File: config.mk
export PLATFORM = sky130hd
export DESIGN_NAME = hbridge_interlock
export DESIGN_NICKNAME = d
export VERILOG_FILES = /design/src/rtl/hbi_pkg.sv /design/src/rtl/hbi_ctrl.sv /design/src/rtl/hbi_switches.sv /design/src/rtl/hbridge_interlock.sv
export SDC_FILE = /design/constraint.sdc
export NUM_CORES = 1
export LEC_CHECK = 0
export BUFFER_PORTS_ARGS = -buffer_cell sky130_fd_sc_hd__buf_4
export CAP_MARGIN = 20
export CORE_AREA = 2 2 39 41
export CTS_BUF_LIST = sky130_fd_sc_hd__clkbuf_16
export DETAILED_ROUTE_END_ITERATION = 7
export DIE_AREA = 0 0 41 43
export PLACE_DENSITY = 0.67
export SYNTH_ARGS = -nofsm -noshare
export SYNTH_HDL_FRONTEND = slang
export SYNTH_SLANG_ARGS = --single-unit
File: constraint.sdc
create_clock -name clk -period 2.12 [get_ports clk]
set_input_delay 0.424 -clock clk [delete_from_list [all_inputs] [get_ports clk]]
set_output_delay 0.424 -clock clk [all_outputs]
set_load 0.01 [all_outputs]
File: src/rtl/hbi_pkg.sv
`timescale 1ns/1ps
package hbi_pkg;
  // Strobes from the timing control to the switch datapath
  typedef struct packed {
    logic phaseT;   // held direction request
    logic haltT;    // held halt request
    logic hiOffOk;  // high-side off-delay reached
    logic loOffOk;  // low-side off-delay reached
    logic hiOnOk;   // high-side on-delay reached
    logic loOnOk;   // low-side on-delay reached
  } hbiStrobe_t;

  function automatic int maxOf(int a, int b);
    return (a > b) ? a : b;
  endfunction
endpackage

File: src/rtl/hbi_ctrl.sv
`timescale 1ns/1ps
module hbi_ctrl
  import hbi_pkg::*;
#(
  parameter int PH_HI_ON  = 9,
  parameter int PH_LO_ON  = 10,
  parameter int PH_HI_OFF = 3,
  parameter int PH_LO_OFF = 2,
  parameter int HT_ON     = 9,
  parameter int HT_HI_OFF = 7,
  parameter int HT_LO_OFF = 2
) (
  input  logic       clk,
  input  logic       rstN,
  input  logic       phaseIn,
  input  logic       haltIn,
  output hbiStrobe_t strobe
);
  localparam int MAXD = maxOf(maxOf(maxOf(PH_HI_ON, PH_LO_ON), maxOf(PH_HI_OFF, PH_LO_OFF)),
                              maxOf(HT_ON, maxOf(HT_HI_OFF, HT_LO_OFF)));
  localparam int CW = $clog2(MAXD + 1);
  localparam logic [CW-1:0] SAT = CW'(MAXD);

  logic          phaseQ, haltQ, haltMode;
  logic [CW-1:0] elapsed;
  logic          newReq;

  assign newReq = (phaseIn != phaseQ) || (haltIn != haltQ);

  // elapsed counts edges since the sampling edge of the last request
  always_ff @(posedge clk or negedge rstN) begin
    if (!rstN) begin
      phaseQ   <= 1'b0;
      haltQ    <= 1'b1;
      haltMode <= 1'b1;
      elapsed  <= SAT;
    end else begin
      phaseQ <= phaseIn;
      haltQ  <= haltIn;
      if (newReq) begin
        elapsed  <= CW'(1);
        haltMode <= (haltIn != haltQ);
      end else if (elapsed != SAT) begin
        elapsed <= elapsed + CW'(1);
      end
    end
  end

  always_comb begin
    strobe.phaseT  = phaseQ;
    strobe.haltT   = haltQ;
    strobe.hiOffOk = elapsed >= (haltMode ? CW'(HT_HI_OFF) : CW'(PH_HI_OFF));
    strobe.loOffOk = elapsed >= (haltMode ? CW'(HT_LO_OFF) : CW'(PH_LO_OFF));
    strobe.hiOnOk  = elapsed >= (haltMode ? CW'(HT_ON)     : CW'(PH_HI_ON));
    strobe.loOnOk  = elapsed >= (haltMode ? CW'(HT_ON)     : CW'(PH_LO_ON));
  end
endmodule

File: src/rtl/hbi_switches.sv
`timescale 1ns/1ps
module hbi_switches
  import hbi_pkg::*;
#(
  parameter int LEGS = 2
) (
  input  logic            clk,
  input  logic            rstN,
  input  hbiStrobe_t      strobe,
  input  logic            chopOn,
  output logic [LEGS-1:0] highOn,
  output logic [LEGS-1:0] lowOn
);
  logic [LEGS-1:0] hiQ, loQ;

  for (genvar leg = 0; leg < LEGS; leg++) begin : g_leg
    // leg 0 is driven high when phase is 1, the other leg when phase is 0
    localparam logic HI_PHASE = (leg == 0);
    logic hiWant, loWant;
    assign hiWant = !strobe.haltT && (strobe.phaseT == HI_PHASE);
    assign loWant = !strobe.haltT && (strobe.phaseT != HI_PHASE);

    always_ff @(posedge clk or negedge rstN) begin
      if (!rstN) begin
        hiQ[leg] <= 1'b0;
        loQ[leg] <= 1'b0;
      end else begin
        if (hiQ[leg] && !hiWant && strobe.hiOffOk)
          hiQ[leg] <= 1'b0;
        else if (!hiQ[leg] && hiWant && strobe.hiOnOk && !loQ[leg])
          hiQ[leg] <= 1'b1;
        if (loQ[leg] && !loWant && strobe.loOffOk)
          loQ[leg] <= 1'b0;
        else if (!loQ[leg] && loWant && strobe.loOnOk && !hiQ[leg])
          loQ[leg] <= 1'b1;
      end
    end

    assign highOn[leg] = hiQ[leg];
    assign lowOn[leg]  = loQ[leg] && chopOn;
  end
endmodule

File: src/rtl/hbridge_interlock.sv
`timescale 1ns/1ps
module hbridge_interlock
  import hbi_pkg::*;
#(
  parameter int PH_HI_ON  = 9,
  parameter int PH_LO_ON  = 10,
  parameter int PH_HI_OFF = 3,
  parameter int PH_LO_OFF = 2,
  parameter int HT_ON     = 9,
  parameter int HT_HI_OFF = 7,
  parameter int HT_LO_OFF = 2
) (
  input  logic clk,
  input  logic rstN,
  input  logic phaseIn,
  input  logic haltIn,
  input  logic chopOn,
  output logic aHighOn,
  output logic aLowOn,
  output logic bHighOn,
  output logic bLowOn
);
  hbiStrobe_t strobe;
  logic [1:0] highOn, lowOn;

  hbi_ctrl #(
    .PH_HI_ON(PH_HI_ON), .PH_LO_ON(PH_LO_ON), .PH_HI_OFF(PH_HI_OFF), .PH_LO_OFF(PH_LO_OFF),
    .HT_ON(HT_ON), .HT_HI_OFF(HT_HI_OFF), .HT_LO_OFF(HT_LO_OFF)
  ) u_ctrl (
    .clk(clk), .rstN(rstN), .phaseIn(phaseIn), .haltIn(haltIn), .strobe(strobe)
  );

  hbi_switches #(.LEGS(2)) u_sw (
    .clk(clk), .rstN(rstN), .strobe(strobe), .chopOn(chopOn),
    .highOn(highOn), .lowOn(lowOn)
  );

  assign aHighOn = highOn[0];
  assign aLowOn  = lowOn[0];
  assign bHighOn = highOn[1];
  assign bLowOn  = lowOn[1];
endmodule

======== Word-level counts from Yosys, hierarchy flattened ========
Index checks and enable logic that the tools add are counted.
operators by class
  eq/ne operators ......................... 3
  reduce and logical (&&, ||, !) cells .... 37
  $add $sub $neg .......................... 1
  muxes and demuxes ....................... 12
  bitwise operators ....................... 1
  order comparisons ....................... 4
operators by type and width
  operator                                                           count
  logical AND 1 bit                                                  24
  nonzero test 2 bit                                                 5
  greater-or-equal comparator 4 bit                                  2
  two-way mux 1 bit                                                  8
  two-way mux 4 bit                                                  2
  logical NOT 1 bit                                                  7
  adder 4 x 1 -> 4 bit, second input constant                        1
  greater-or-equal comparator 4 x 2 -> 1 bit, second input constant  1
  greater-or-equal comparator 4 bit, second input constant           1
  inequality test 4 bit, second input constant                       1
  two-way mux 3 bit                                                  1
  two-way mux 2 bit                                                  1
  inequality test 1 bit                                              2
  logical OR 1 bit                                                   1
  NOT 1 bit                                                          1
word-level totals
  output and inout port bits .............. 4
  register bits ........................... 11
  logic and storage cells ................. 66

======== Longest topological paths before layout ========
Gate-level depths: netlist of the first run.
  depth in word-level cells ............... 7
  mapped depth ............................ 5

======== Cells and area by module ========
A second synthesis of the first run with hierarchy kept.
unflattened totals
  cells, all modules ...................... 63
  area, all modules ....................... 631.9 sq um
by module, submodules not included
  module        seq. area each (sq um)  times used  area an instance (sq um)  cells each
  hbi_ctrl      180.2                   1           441.7                     43
  hbi_switches  100.1                   1           190.2                     20

======== Worst setup path after synthesis of the first run ========
OpenSTA, ideal clock, no wires.
  kind .................................... flip-flop to flip-flop
  from .................................... reg u_ctrl.elapsed[0]
  to ...................................... reg u_sw.loQ[1]
  path slack .............................. 791 ps
  data arrival time ....................... 1200 ps
  library setup time ...................... 129 ps
  clock period less this slack ............ 1329 ps
  cell stages (with the launch flop) ...... 6
  cells stage by stage .................... dfrtp_1 inv_1 ha_1 nand2b_1 a31oi_1 o31ai_1
between the ends
  cells in the longest elaborated chain, start to end .. 4
RTL lines
  item                                 RTL line            source
  start, declared                      hbi_ctrl.sv:25      logic [CW-1:0] elapsed;
  start signal, assigned               hbi_ctrl.sv:44      elapsed <= elapsed + CW'(1);
  greater-or-equal comparator 4 bit    hbi_ctrl.sv:55      strobe.loOnOk = elapsed >= (haltMode ? CW'(HT_ON) : CW'(PH_LO_ON));
  logical AND 1 bit (2 in a row)       hbi_switches.sv:34  else if (!loQ[leg] && loWant && strobe.loOnOk && !hiQ[leg])
  nonzero test 2 bit (no source line)  --
  end signal, assigned by index        hbi_switches.sv:26  loQ[leg] <= 1'b0;
  end signal, assigned by index        hbi_switches.sv:33  loQ[leg] <= 1'b0;
  end signal, assigned by index        hbi_switches.sv:35  loQ[leg] <= 1'b1;
  end, declared                        hbi_switches.sv:14  logic [LEGS-1:0] hiQ, loQ;
Parallel ways exist; a longest one is shown, timed or not.
A chain may end at the register's enable or synchronous reset.

======== Worst setup path after layout of the first run ========
Ends and elaborated chain as after synthesis.

==> impl_metrics.yaml, run 1 <==
status:
  outcome: "finished clean"
sta:
  final.period_utilization_pct: 70.0
  timing.final.crit_period_ps: 1480
  grt_setup_unrepaired: "no"
  final_max_slew_viol_count: 0
  report.final.setup_viol: 0
  hold_viol_final: 0
  fin_worst_skew_ps: 5.46
  fin_setup_tns_ps: 0
  fmax_ghz: 0.674
  timing_worst_slew_pin_value_ps: 371
  timing.slew.headroom_pct: 75.1
synth:
  post_synthesis_cells: 58
  synth_seq_cells: 11
  postSynthNetCount: 70
  synth.yosys.warnings: 0
  synth_top_cell_area_share_pct: 28.1
  synth_seq_area_share_pct: 44.9
  synth_enable_flop_cells: 0
  syn_area_per_cell_um2: 10.8
  synth_cell_type_count: 25
  synth_area_leaders: "sky130_fd_sc_hd__dfrtp_1, sky130_fd_sc_hd__dfstp_2, sky130_fd_sc_hd__ha_1"
  post_synthesis_cell_area_um2: 624
  share_of_synthesized_flip_flops_with_an_asynchronous_set_or_reset_pct: 100
  ys.flop_type: "sky130_fd_sc_hd__dfrtp_1"
  synth.largest_area_cell: "sky130_fd_sc_hd__dfrtp_1"
floorplanning:
  chipWidth_um: 41
  floorplan.initialDensity_pct: 45.1
  design.core.area_um2: 1380
  die_height_um: 43
  top_level_ports: 9
  dieArea_um2: 1760
  placementRows: 14
drt:
  ant_nets: 0
  drc_errors: 0
  route.detailed.wl_per_inst_um: 13.4
  dr.first_iter.drc_count: 3
  routed_wl_um: 1140
  drt_first_pass_iters: 4
  avgViaCountPerCell: 5.41
  num_vias: 460
worst_setup_path:
  reg2reg_slack_ps: 640
  critical_path.cell_chain: "inv_1 > ha_1 > nand2b_1 > a31oi_1 > o31ai_1"
  setup.worst_path.class: "reg -> reg"
  r2r-start: "u_ctrl.elapsed[0]"
  reg2reg_to: "u_sw.loQ[1]"
  timing.reg2reg.worst_path_depth: 5
  critical_path.max_fanout: 5
  max_stage_delay_ps: 440
  worst_ep_required_time_ps: 2240
  critPathSlowestCell: "sky130_fd_sc_hd__dfrtp_1"
  timing.critical_path.from_type: "register"
  crit_path_end_kind: "register"
  critPathArrivalTime_ps: 1600
pwr:
  peakVddDrop_mv: 0.804
  netSwitchingFraction_pct: 22.5
  power_per_cell_area_nw_per_um2: 861
  internal_power_w: 0.000515
  comb_power_share_pct: 11.8
  clockPowerShare_pct: 50.3
  netSwitchingPower_w: 0.000150
  pwr-share-seq_pct: 37.9
  power.leakage_nw: 0.367
global_route:
  grt_overflow_total: 0
  grt_pass1_vias: 437
  antenna_found_initial: 0
  grt_use_total_pct: 16.9
  grt_start_max_net_pins: 12
  global_route_wire_length_before_repair_um: 1890
clocking:
  htree_levels: 1
  clock_tree_from_tritoncts: "done"
  cts.repair_timing.setup_buffer_count: 0
  cts_root_buf: "sky130_fd_sc_hd__clkbuf_16"
  number_of_buffers_on_the_longest_clock_path: 2
  cts_repair_resize_count: 0
  cts.reportedPaths.clkPinSlew_ps: 40
  cts.hold.buffers_added: 0
  clock_sink_count: 11
  cts_made_buffers: 3
  insertion_delay_ps: 240
final_layout:
  nNetsFinal: 82
  finalCoreUtilization_pct: 55.8
  insertedDiodeCount: 0
  layout-area-overhead-vs-synth_pct: 23.6
  ratio_of_cells_with_drive_above_1_in_the_final_layout_pct: 23.2
placement:
  detailed_place_hpwl_um: 810
  globalplace.congestion: 0.817
  port-buffer-count: 8
flow_run:
  number_of_max_capacitance_violations_reported: 0
worst_hold_path:
  hold_crit_class: "in -> async"
-- power by group through the flow --
stage	Combinational, W	Clock (W)	Sequential (W)
after global routing	0.0000883	0.000351	0.000254
after global placement	0.0000759	0	0.000254
after detailed placement	0.0000767	0	0.000254
after CTS	0.0000786	0.000340	0.000251
final	0.0000783	0.000335	0.000252
after floorplan	0.0000503	0	0.000249
-- through the flow --
stage	power [W]	setup WS, ps	hold WS (ps)	cells	instance area, um2
global placement	0.000330	653	262	81	693
detailed placement	0.000330	659	264	81	693
CTS	0.000670	635	13.0	85	772
finish	0.000665	635	9.60	85	772
floorplan	0.000300	791	128	58	624
global route	0.000693	524	22.3	85	772
-- state kept, by name, indices dropped and copies added (netlist names) --
name and flops:
u_ctrl.elapsed 4, u_ctrl.haltMode 1, u_ctrl.haltQ 1, u_ctrl.phaseQ 1, u_sw.highOn 2, u_sw.loQ 2
-- final cells by class --
type,instances,area [um2]
clock buffer,3,75.1
clock inverter,1,3.75
inverter,4,15.0
timing repair buffer,8,60.1
tap,16,20.0
fill,115,612
multi-input combinational,42,318
sequential,11,280
-- worst max path at each step --
stage	startpoint	endpoint	slack, ps	cells past startpoint
6_report	u_ctrl.elapsed[0]	u_sw.loQ[1]	640	5
5_1_grt	u_ctrl.elapsed[0]	u_sw.loQ[1]	520	5
4_1_cts	u_ctrl.elapsed[0]	u_sw.loQ[1]	640	5
3_5_place_dp	u_ctrl.elapsed[0]	u_sw.loQ[1]	660	5
3_3_place_gp	u_ctrl.elapsed[0]	u_sw.loQ[1]	650	5
2_1_floorplan	u_ctrl.elapsed[0]	u_sw.loQ[1]	790	5
-- layout by cell type (no fill, tap or decap), types with 2 or more instances in the layout --
cell type,netlist,routed
sky130_fd_sc_hd__nor2_1,4,4
sky130_fd_sc_hd__inv_1,4,5
sky130_fd_sc_hd__ha_1,7,7
sky130_fd_sc_hd__and2_1,2,2
sky130_fd_sc_hd__o21ai_0,3,3
sky130_fd_sc_hd__nand2_1,3,3
sky130_fd_sc_hd__mux2i_1,2,2
sky130_fd_sc_hd__nand2b_1,2,2
sky130_fd_sc_hd__dfrtp_1,7,7
sky130_fd_sc_hd__dfstp_2,4,4
sky130_fd_sc_hd__buf_4,0,8
sky130_fd_sc_hd__o31ai_1,3,3
sky130_fd_sc_hd__xnor2_1,3,3
sky130_fd_sc_hd__nand3_1,2,2
sky130_fd_sc_hd__clkbuf_16,0,3
-- worst max-delay path: cells and delay by family (launching register included) --
kind	cells	cell delay, ps
flops	1	440
compound gates	2	350
buf+inv	1	120
simple gates	1	140
fa+ha+maj	1	310
-- kinds of logic (layout without fill, tap and decap cells) --
| logic type | count (synthesis) | in the layout | share of synthesized area [%] |
|---|---|---|---|
| and+or+nand+nor | 16 | 16 | 13.0 |
| DFF | 11 | 11 | 44.9 |
| xor gates and xnor gates | 4 | 4 | 5.61 |
| muxes | 2 | 2 | 3.21 |
| adders and majority gates | 7 | 7 | 14.0 |
| AOI/OAI and AO/OA | 13 | 13 | 15.0 |
| buffers and inverters | 5 | 16 | 4.21 |
-- cells in the mapped netlist (2+ instances only) --
| master | number |
|---|---|
| sky130_fd_sc_hd__inv_1 | 4 |
| sky130_fd_sc_hd__nand2_1 | 3 |
| sky130_fd_sc_hd__o31ai_1 | 3 |
| sky130_fd_sc_hd__dfrtp_1 | 7 |
| sky130_fd_sc_hd__nand2b_1 | 2 |
| sky130_fd_sc_hd__mux2i_1 | 2 |
| sky130_fd_sc_hd__o21ai_0 | 3 |
| sky130_fd_sc_hd__and2_1 | 2 |
| sky130_fd_sc_hd__nor2_1 | 4 |
| sky130_fd_sc_hd__nand3_1 | 2 |
| sky130_fd_sc_hd__dfstp_2 | 4 |
| sky130_fd_sc_hd__ha_1 | 7 |
| sky130_fd_sc_hd__xnor2_1 | 3 |
-- routing by layer --
metal  up-vias  part of all wire [%]  global-route usage, %
li1        225                     -                      -
met1       220                    44                   19.3
met2        15                    50                   25.6
met3         0                   6.0                   7.85
met4         0                     0                   8.00
met5         -                     0                      0
Power figures use the tool's default switching activity.
==> run 2, diff against run 1 <==
==> constraint.sdc (replaced) <==
create_clock -name clk -period 1.4 [get_ports clk]
set_input_delay 0.28 -clock clk [delete_from_list [all_inputs] [get_ports clk]]
set_output_delay 0.28 -clock clk [all_outputs]
set_load 0.01 [all_outputs]
==> run 2 against run 1 <==
Net effect: largest power group unchanged; total power is 62% higher; clock power is 53% higher; non-clock buffer count is 4 higher; first-iteration DRC count grew to 3.3 times the previous value; sequential power is 50% higher; design area is 17% higher.
==> impl_metrics.yaml, run 2 (synthesis results as in run 1) <==
worst_setup_path:
  worst_ep_required_time_ps: 1500
  r2r-start: "u_ctrl.elapsed[1]"
  timing.reg2reg.worst_path_depth: 4
  worst_path_bufs_invs: 0
  critical_path.max_fanout: 6
  crit_cells: 4
  max_stage_delay_ps: 600
  critPathSlowestCell: "sky130_fd_sc_hd__dfstp_2"
  critical-path-top-delay-family: "flip-flops"
  crit_path_end_kind: "register"
  crit_end: "u_ctrl.elapsed[0]"
  reg2reg_slack_ps: 20
  setup.worst_path.class: "reg -> reg"
  timing.critical_path.from_type: "register"
  reg2reg_to: "u_ctrl.elapsed[0]"
  worstSetupStartpoint: "u_ctrl.elapsed[1]"
  critPathArrivalTime_ps: 1480
  critical_path.cell_chain: "ha_4 > nand3b_1 > xnor2_2 > nand3_1"
clocking:
  htree_levels: 1
  clock_tree_from_tritoncts: "done"
  cts.repair_timing.setup_buffer_count: 0
  cts_made_buffers: 3
  cts_root_buf: "sky130_fd_sc_hd__clkbuf_16"
  number_of_buffers_on_the_longest_clock_path: 2
  insertion_delay_ps: 240
  clock_sink_count: 11
  cts.reportedPaths.clkPinSlew_ps: 40
global_route:
  grt_start_max_net_pins: 12
  grt_use_total_pct: 20.7
  grt_pass1_vias: 475
  global_route_wire_length_before_repair_um: 2300
  grt_overflow_total: 0
  antenna_found_initial: 0
drt:
  ant_nets: 0
  dr.first_iter.drc_count: 10
  drt_first_pass_iters: 6
  avgViaCountPerCell: 5.39
  num_vias: 480
  route.detailed.wl_per_inst_um: 15.3
  drc_errors: 0
  routed_wl_um: 1360
floorplanning:
  top_level_ports: 9
  design.core.area_um2: 1380
  placementRows: 14
  die_height_um: 43
  chipWidth_um: 41
  floorplan.initialDensity_pct: 45.1
  dieArea_um2: 1760
sta:
  grt_setup_unrepaired: "yes"
  fin_worst_skew_ps: 3.01
  timing.final.crit_period_ps: 1380
  fmax_ghz: 0.726
  timing.slew.headroom_pct: 82.2
  timing_worst_slew_pin_value_ps: 263
  final_max_slew_viol_count: 0
  final.period_utilization_pct: 98.3
  report.final.setup_viol: 0
  hold_viol_final: 0
  hold_ws_ps: 166
final_layout:
  finalCoreUtilization_pct: 65.1
  layout-area-overhead-vs-synth_pct: 44.3
  flip_flop_count_of_the_largest_register_after_layout: 4
  nNetsFinal: 86
  insertedDiodeCount: 0
  ratio_of_cells_with_drive_above_1_in_the_final_layout_pct: 43.8
  commonest_non_fill_non_tap_cell_in_the_layout: "sky130_fd_sc_hd__buf_4"
  max_flop_register: "u_ctrl.elapsed"
  number_of_inserted_filler_cells_in_the_final_layout: 99
  layout.cells.most_common_list: "sky130_fd_sc_hd__buf_4, sky130_fd_sc_hd__dfrtp_1, sky130_fd_sc_hd__nor2_1, sky130_fd_sc_hd__ha_1, sky130_fd_sc_hd__dfstp_2"
flow_run:
  number_of_max_capacitance_violations_reported: 0
placement:
  globalplace.congestion: 0.762
  port-buffer-count: 8
  detailed_place_hpwl_um: 896
worst_hold_path:
  hold_crit_class: "in -> reg"
pwr:
  power_per_cell_area_nw_per_um2: 1200
  power.leakage_nw: 0.401
  post-layout-total-power_w: 0.00108
  peakVddDrop_mv: 0.726
status:
  outcome: "finished clean"
==> run 2: worst min-delay path by stage <==
stage | from | end | slack [ps] | depth (start not counted)
2_1_floorplan | rstN | u_ctrl.elapsed[0] | -20 | 0
3_3_place_gp | rstN | u_sw.highOn[1] | 120 | 1
3_5_place_dp | rstN | u_sw.loQ[0] | 120 | 1
4_1_cts | phaseIn | u_ctrl.phaseQ | 160 | 1
5_1_grt | phaseIn | u_ctrl.phaseQ | 160 | 1
6_report | phaseIn | u_ctrl.phaseQ | 170 | 1
==> run 2: layout make-up <==
type,count,area [um2],area share (%)
clock inverters,1,3.75,0.417
repair buffers,12,92.6,10.3
inverters,4,15.0,1.67
clock buffers,3,75.1,8.33
well taps,16,20.0,2.22
flip-flops and latches,11,280,31.1
multi-input cells,42,414,46.0
==> run 2: timing repair <==
action	CTS	global route
resized for setup	2	17
hold endpoints to repair	7	0
hold buffers	1	0
pin swaps	1	4
setup endpoints to repair	3	5
cloned	0	0
==> run 2: layer usage <==
layer  GRT usage (%)  vias up  share of wire, %
met1            25.7      228                39
met2            30.3       15                53
li1                -      231                 -
met3            4.71        6               4.9
met4            14.0        0               3.7
met5               0        -                 0
==> run 2: metrics by stage <==
stage               cell area, um2  TNS [ps]  std cells  worst slack, ps
detailed placement             716     -76.0         84            -45.0
global route                   901     -57.8         89            -31.4
floorplan                      624         0         58             70.8
global placement               716     -24.0         84            -12.3
finish                         901         0         89             23.5
CTS                            817         0         89             3.42
==> run 2: power by group <==
| part | switching, W | total, W | internal (W) |
|---|---|---|---|
| sequential | 0.0000295 | 0.000378 | 0.000348 |
| clock | 0.000137 | 0.000512 | 0.000374 |
| combinational | 0.0000957 | 0.000190 | 0.0000939 |
==> run 2: worst register-to-register path: stages, from the launching register on <==
cell,delay [ps]
sky130_fd_sc_hd__dfstp_2,600
sky130_fd_sc_hd__ha_4,170
sky130_fd_sc_hd__nand3b_1,160
sky130_fd_sc_hd__xnor2_2,220
sky130_fd_sc_hd__nand3_1,100
